--- config.mk ---
export PLATFORM = sky130hd
export DESIGN_NAME = softswitch_ctrl
export DESIGN_NICKNAME = d
export VERILOG_FILES = /design/src/rtl/softsw_pkg.sv /design/src/rtl/ss_decode.sv /design/src/rtl/ss_keylatch.sv /design/src/rtl/ss_flagbank.sv /design/src/rtl/softswitch_ctrl.sv
export SDC_FILE = /design/constraint.sdc
export NUM_CORES = 1
export LEC_CHECK = 0
export BUFFER_PORTS_ARGS = -buffer_cell sky130_fd_sc_hd__buf_2
export CORE_UTILIZATION = 48
export CTS_BUF_LIST = sky130_fd_sc_hd__clkbuf_8 sky130_fd_sc_hd__clkbuf_16
export DETAILED_ROUTE_END_ITERATION = 8
export PLACE_DENSITY = 0.81
export SETUP_SLACK_MARGIN = 0.02
export SYNTH_ARGS = -nofsm -noshare
export SYNTH_HDL_FRONTEND = slang
export SYNTH_SLANG_ARGS = --single-unit
export TNS_END_PERCENT = 20
--- constraint.sdc ---
create_clock -name clk -period 5.7 [get_ports clk]
set_input_delay 0.57 -clock clk [delete_from_list [all_inputs] [get_ports clk]]
set_output_delay 0.57 -clock clk [all_outputs]
set_load 0.03 [all_outputs]
--- src/rtl/softsw_pkg.sv ---
// Package: shared offsets, command record and reset values for the
// soft-switch controller. Assumes a 128-byte page (7 offset bits).
package softsw_pkg;
    localparam int OFS_W    = 7;
    localparam int NUM_MODE = 4;
    localparam int NUM_ANN  = 4;
    localparam int SEL_W    = $clog2(NUM_MODE);

    localparam logic [OFS_W-1:0] OFS_KEY  = 7'h00;
    localparam logic [OFS_W-1:0] OFS_ACK  = 7'h10;
    localparam logic [OFS_W-1:0] OFS_SPKR = 7'h30;
    // Groups of eight offsets selected by offset bits 6:3
    localparam logic [3:0] GRP_MODE = 4'hA;   // 0x50..0x57
    localparam logic [3:0] GRP_ANN  = 4'hB;   // 0x58..0x5F

    // Mode flag reset value: bit0 text, bit1 mixed, bit2 page2, bit3 hires
    localparam logic [NUM_MODE-1:0] MODE_RST = 4'b0001;
    localparam logic [NUM_ANN-1:0]  ANN_RST  = '0;

    typedef struct packed {
        logic             key_rd;    // read of the key latch
        logic             key_ack;   // acknowledge (clear ready bit)
        logic             spkr_tog;  // speaker toggle
        logic             mode_we;   // mode flag update
        logic [SEL_W-1:0] mode_sel;
        logic             mode_val;
        logic             ann_we;    // annunciator update
        logic [SEL_W-1:0] ann_sel;
        logic             ann_val;
    } sw_cmd_t;
endpackage

--- src/rtl/ss_decode.sv ---
// Decoder: turns one bus access into a command record. Purely
// combinational. Assumes PAGE_BASE is aligned to 128 bytes.
module ss_decode #(
    parameter int              ADDR_W    = 16,
    parameter logic [ADDR_W-1:0] PAGE_BASE = 16'hC000
) (
    input  logic              bus_sel,
    input  logic              bus_we,
    input  logic [ADDR_W-1:0] bus_addr,
    output softsw_pkg::sw_cmd_t cmd
);
    import softsw_pkg::*;

    localparam int HI_W = ADDR_W - OFS_W;

    logic             in_page;
    logic [OFS_W-1:0] ofs;

    assign in_page = bus_sel && (bus_addr[ADDR_W-1:OFS_W] == PAGE_BASE[ADDR_W-1:OFS_W]);
    assign ofs     = bus_addr[OFS_W-1:0];

    // Map the offset to switch commands; odd address sets a mode flag,
    // even address sets an annunciator.
    always_comb begin
        cmd          = '0;
        cmd.key_rd   = in_page && !bus_we && (ofs == OFS_KEY);
        cmd.key_ack  = in_page && (ofs == OFS_ACK);
        cmd.spkr_tog = in_page && (ofs == OFS_SPKR);
        cmd.mode_we  = in_page && (ofs[6:3] == GRP_MODE);
        cmd.mode_sel = ofs[2:1];
        cmd.mode_val = ofs[0];
        cmd.ann_we   = in_page && (ofs[6:3] == GRP_ANN);
        cmd.ann_sel  = ofs[2:1];
        cmd.ann_val  = !ofs[0];
    end

    logic unused_hi;
    assign unused_hi = ^{HI_W{1'b0}};
endmodule

--- src/rtl/ss_keylatch.sv ---
// Key latch: holds the last key code with a ready flag in bit 7.
// Assumes key_valid is a one-cycle pulse; arrival beats acknowledge.
module ss_keylatch (
    input  logic       clk,
    input  logic       rst_n,
    input  logic       key_valid,
    input  logic [6:0] key_code,
    input  logic       ack,
    output logic [7:0] key_q
);
    // Load on arrival, else drop the ready bit on acknowledge.
    always_ff @(posedge clk) begin
        if (!rst_n)
            key_q <= '0;
        else if (key_valid)
            key_q <= {1'b1, key_code};
        else if (ack)
            key_q <= {1'b0, key_q[6:0]};
    end
endmodule

--- src/rtl/ss_flagbank.sv ---
// Flag bank: N independent flags, one selected per update and written
// with a given value. Assumes SEL_W is wide enough to index N flags.
module ss_flagbank #(
    parameter int           N     = 4,
    parameter int           SEL_W = 2,
    parameter logic [N-1:0] RST   = '0
) (
    input  logic             clk,
    input  logic             rst_n,
    input  logic             we,
    input  logic [SEL_W-1:0] sel,
    input  logic             val,
    output logic [N-1:0]     q
);
    for (genvar i = 0; i < N; i++) begin : g_flag
        // Update flag i when it is the selected one.
        always_ff @(posedge clk) begin
            if (!rst_n)
                q[i] <= RST[i];
            else if (we && (sel == SEL_W'(i)))
                q[i] <= val;
        end
    end
endmodule

--- src/rtl/softswitch_ctrl.sv ---
// Top: soft-switch controller for one 128-byte I/O page. Every access,
// read or write, is a command. Read data is registered (one cycle).
// Assumes the bus presents at most one access per cycle.
module softswitch_ctrl #(
    parameter int                ADDR_W    = 16,
    parameter logic [ADDR_W-1:0] PAGE_BASE = 16'hC000
) (
    input  logic                       clk,
    input  logic                       rst_n,
    input  logic                       bus_sel,
    input  logic                       bus_we,
    input  logic [ADDR_W-1:0]          bus_addr,
    input  logic                       key_valid,
    input  logic [6:0]                 key_code,
    output logic [7:0]                 rd_data,
    output logic                       text_mode,
    output logic                       mixed_mode,
    output logic                       page2_sel,
    output logic                       hires_mode,
    output logic [softsw_pkg::NUM_ANN-1:0] annun,
    output logic                       spkr,
    output logic                       disp_dirty
);
    import softsw_pkg::*;

    sw_cmd_t               cmd;
    logic [7:0]            key_q;
    logic [NUM_MODE-1:0]   mode_q;

    ss_decode #(.ADDR_W(ADDR_W), .PAGE_BASE(PAGE_BASE)) u_dec (
        .bus_sel (bus_sel),
        .bus_we  (bus_we),
        .bus_addr(bus_addr),
        .cmd     (cmd)
    );

    ss_keylatch u_key (
        .clk      (clk),
        .rst_n    (rst_n),
        .key_valid(key_valid),
        .key_code (key_code),
        .ack      (cmd.key_ack),
        .key_q    (key_q)
    );

    ss_flagbank #(.N(NUM_MODE), .SEL_W(SEL_W), .RST(MODE_RST)) u_mode (
        .clk  (clk),
        .rst_n(rst_n),
        .we   (cmd.mode_we),
        .sel  (cmd.mode_sel),
        .val  (cmd.mode_val),
        .q    (mode_q)
    );

    ss_flagbank #(.N(NUM_ANN), .SEL_W(SEL_W), .RST(ANN_RST)) u_ann (
        .clk  (clk),
        .rst_n(rst_n),
        .we   (cmd.ann_we),
        .sel  (cmd.ann_sel),
        .val  (cmd.ann_val),
        .q    (annun)
    );

    // Speaker line flips on every access to its switch.
    always_ff @(posedge clk) begin
        if (!rst_n)
            spkr <= 1'b0;
        else if (cmd.spkr_tog)
            spkr <= !spkr;
    end

    // Read data: latch value for a key read, zero otherwise.
    always_ff @(posedge clk) begin
        if (!rst_n)
            rd_data <= '0;
        else
            rd_data <= cmd.key_rd ? key_q : 8'h00;
    end

    // Display-dirty pulse follows each mode switch access.
    always_ff @(posedge clk) begin
        if (!rst_n)
            disp_dirty <= 1'b0;
        else
            disp_dirty <= cmd.mode_we;
    end

    assign text_mode  = mode_q[0];
    assign mixed_mode = mode_q[1];
    assign page2_sel  = mode_q[2];
    assign hires_mode = mode_q[3];
endmodule

# ---- Word level (Yosys, flattened, before mapping)
# Cells that the tools add are included.
dict set report totals {
  ff_bits 26
  word_cells 45
}
dict set report classes {
  eq_ne 8
  mux 2
  n_reduce_logical 22
}
# operator n
set op_table {}
lappend op_table {{8-bit two-way mux} 2}
lappend op_table {{1-bit logical AND} 15}
lappend op_table {{9-bit == test, second input constant} 1}
lappend op_table {{4-bit == test, second input constant} 2}
lappend op_table {{7-bit by 5-bit == test with 1-bit output, second input constant} 1}
lappend op_table {{7-bit by 6-bit == test with 1-bit output, second input constant} 1}
lappend op_table {{7-bit zero test} 1}
lappend op_table {{2-bit == test, second input constant} 2}
lappend op_table {{1-bit zero test} 3}
lappend op_table {{2-bit by 1-bit == test with 1-bit output, second input constant} 1}
lappend op_table {{2-bit zero test} 1}
lappend op_table {{2-bit AND reduction} 1}
lappend op_table {{2-bit nonzero test} 1}

# ---- Longest topological paths before layout
dict set report logic_depth {
  depth_word 5
  ltp_mapped 5
  ltp_nobuf 4
}

# ---- Cells and area by module
# Synthesis repeated with hierarchy kept, for this count alone.
dict set report unflattened {
  cells_unflattened 101
  hier_area_um2 1063.5
}
# mod n_inst cells_each area_per_inst_um2
set by_module_without_submodules {}
lappend by_module_without_submodules {ss_keylatch 1 25 299.0}
lappend by_module_without_submodules {softswitch_ctrl 1 21 272.8}
lappend by_module_without_submodules {{ss_flagbank at u_mode} 1 18 175.2}
lappend by_module_without_submodules {{ss_flagbank at u_ann} 1 17 171.4}
lappend by_module_without_submodules {ss_decode 1 20 145.1}

# ---- Least setup slack after synthesis
# No wires, ideal clock.
dict set report synth_timing {
  path_kind {input to register}
  startpoint {input bus_addr[8]}
  endpoint {register spkr}
  setup_ns 0.073
  arrival_time_ns 2.275
  t_required_ns 5.627
  setup_slack_ns 3.353
  stages 4
  cell_sequence {or4_4 -> or4_4 -> or4_1 -> a21oi_1}
}
dict set report synth_via {
  elab_chain_cells 3
}
# element line
set synth_lines {}
lappend synth_lines {{start, declared} softswitch_ctrl.sv:12} ;# input logic [ADDR_W-1:0] bus_addr,
lappend synth_lines {{9-bit == test} ss_decode.sv:19} ;# assign in_page = bus_sel && (bus_addr[ADDR_W-1:OFS_W] == PAGE_BASE[ADDR_W-1:OFS_W]);
lappend synth_lines {{1-bit logical AND} ss_decode.sv:19}
lappend synth_lines {{1-bit logical AND} ss_decode.sv:28} ;# cmd.spkr_tog = in_page && (ofs == OFS_SPKR);
lappend synth_lines {{end signal, assigned} softswitch_ctrl.sv:69} ;# spkr <= !spkr;
lappend synth_lines {{end, declared} softswitch_ctrl.sv:21} ;# output logic spkr,
# Every way passes these cells.
# A chain may end at the register's enable or synchronous reset.

# ---- Final worst setup path
# Same ends and word-level chain as after synthesis.

==> results.yml <==
sta:
  worst_pin_slew_ns: 0.5838
  fin_setup_tns_ns: 0
  fin_crit_ns: 2.247
  setup_violations: 0
  rsz0062_at_grt: "false"
  period_share: 0.3943
  slew_viol_final: 0
  hold_viol_final: 0
  fin_skew_ns: 0.0009420
  slew_headroom: 0.6072
  max_freq_mhz: 445.0
floorplanning:
  die_x_um: 48.01
  num_rows: 16
  io_pins: 46
  die-area_um2: 2304
  die_y_um: 48.01
  start_util: 0.5126
  coreArea_um2: 1982
drt:
  drtPass1Iterations: 4
  drtIter0Drc: 16
  wl_per_cell_um: 11.93
  routed_wl_um: 2112
  viasPerCell: 5.090
  ant_nets: 0
  drc: 0
  vias: 901
global_routing:
  grtUsageTotal: 0.2036
  grt_start_max_net_pins: 16
  antenna_found_initial: 0
  grt_pass1_wl_um: 3139
  overflow: 0
  grt_pass1_vias: 759
power:
  p_leak_uw: 0.0006342
  irDropWorstVdd_mv: 0.1747
  pwr_density_cell_nw_per_um2: 270.9
  power_uw: 361.7
logic_synthesis:
  netlist_top_cells_area: "dfxtp_1 (51%), mux2i_1 (13%), and2_1 (4.9%), nand2_1 (4.8%), nor2_1 (3.3%)"
  syn-cell-area_um2: 1016
  synth_top_area_share: 0.5123
  synth.largest_area_cell: "dfxtp_1"
  synthCells: 104
  ys_seq_area_frac: 0.5123
  synth_nets: 132
  synth_area_per_cell_um2: 9.769
  ys_seq_elements: 26
  yosysUniqueCellTypes: 26
  yosysWarnings: 0
critical_path:
  r2r_cells: 2
  required_ns: 5.90
  path_max_fanout: 4
  arrival_ns: 2.45
  critPathCaptureType: "flop"
  critPathLaunchType: "input pin"
  criticalPathCategory: "in -> reg"
clock_network:
  cts_hold_buf: 0
  clk_pin_slew_ns: 0.09
  cts-root-buf: "clkbuf_8"
  cts_buffer_depth: 2
  clk_latency_ns: 0.27
  cts_resized: 0
  post_cts_buffers: 0
  htreeDepth: 1
  cts_tree: "done"
  cts.sinks: 26
  numCtsBuffers: 3
worst_hold_path:
  hold-path-cell-count: 1
  min_path_type: "reg -> reg"
flow_run:
  maxCapViolations: 0
layout:
  area_growth_pct: 31.40
  finish.instance_area_um2: 1335
  fin_nets: 179
  filler_cell_count: 163
  drive_gt1_frac: 0.3600
  diodes: 0
place:
  dp_hpwl_um: 1629
  routabilityCongestion: 0.7323
  portBuffers: 45
  place_area_um2: 1264
run_status:
  status: "finished, final reports clean"
==> cells in the mapped netlist, drive strengths merged <==
| cell | n |
|---|---|
| dfxtp | 26 |
| mux2i | 13 |
| nand2 | 13 |
| nor2 | 9 |
| and2 | 8 |
| nand2b | 4 |
| or4 | 4 |
| clkbuf | 3 |
| nand3 | 3 |
| nor3 | 3 |
| nor4 | 3 |
| a21oi | 2 |
| nand4 | 2 |
| a311oi | 1 |
| clkinv | 1 |
| mux2 | 1 |
| nand3b | 1 |
| nor2b | 1 |
| nor3b | 1 |
| nor4b | 1 |
| o21ai | 1 |
| o31ai | 1 |
| or3 | 1 |
| or4b | 1 |
==> report_power, final <==
part	switching [uW]	total (uW)	internal, uW
logic	13.0	25.0	12.0
clock network	56.5	150	93.9
registers	1.39	186	185
total	70.9	362	291
==> final timing paths <==
path,startpoint,endpoint,slack [ns]
setup / recovery,bus_addr[8],spkr,3.45
hold / removal,u_key.key_q[7],rd_data[7],0.46
setup reg to reg,spkr,spkr,4.62
hold reg to reg,u_key.key_q[7],rd_data[7],0.46
==> cell usage in the layout, fill, tap and decap left out, types with 3 or more instances in the layout <==
master / instances
mux2i_1: 13
clkbuf_8: 3
nand3_1: 3
nand2b_1: 4
and2_1: 8
dfxtp_1: 26
nor2_1: 9
buf_2: 45
nor4_1: 3
nand2_1: 13
==> through the flow <==
| stage | cells | setup slack (ns) | hold slack, ns | utilization |
|---|---|---|---|---|
| final | 177 | 3.453 | 0.4614 | 0.6736 |
| after global routing | 177 | 3.382 | 0.4782 | 0.6736 |
| after CTS | 177 | 3.454 | 0.4606 | 0.6736 |
| after detailed placement | 173 | 3.172 | 0.4377 | 0.6376 |
| after global placement | 173 | 3.233 | 0.4312 | 0.6376 |
| after floorplan | 104 | 3.353 | 0.4242 | - |
==> sequential cells by signal, indices dropped and copies added, names as in the netlist <==
name and count:
u_key.key_q 8, spkr 1, rd_data 8, u_mode.q 4, u_ann.q 4, disp_dirty 1
==> per-layer routing <==
| metal | share of wire | GRT usage |
|---|---|---|
| met1 | 0.40 | 0.2174 |
| met2 | 0.55 | 0.3811 |
| met3 | 0.042 | 0.04528 |
| met4 | 0.0052 | 0.08333 |
| met5 | 0 | 0 |
==> critical path: stages <==
cell	delay, ns
buf_2	0.09
or4_4	0.55
or4_4	0.56
or4_1	0.53
a21oi_1	0.15
==> cells by family after synthesis <==
group,share of synthesized area
mux,0.1392
buf+inv,0.01477
simple gates,0.3030
compound gates,0.03079
flops,0.5123
==> layout make-up <==
cell class | instances | area (um2) | share of cell area
Sequential cell | 26 | 520.5 | 0.3899
Tap cell | 27 | 33.78 | 0.02530
Clock buffer | 3 | 41.29 | 0.03093
Timing Repair Buffer | 45 | 225.2 | 0.1687
Multi-Input combinational cell | 74 | 480.5 | 0.3599
Clock inverter | 1 | 30.03 | 0.02249
Inverter | 1 | 3.754 | 0.002812
(Power assumes the default switching activity.)
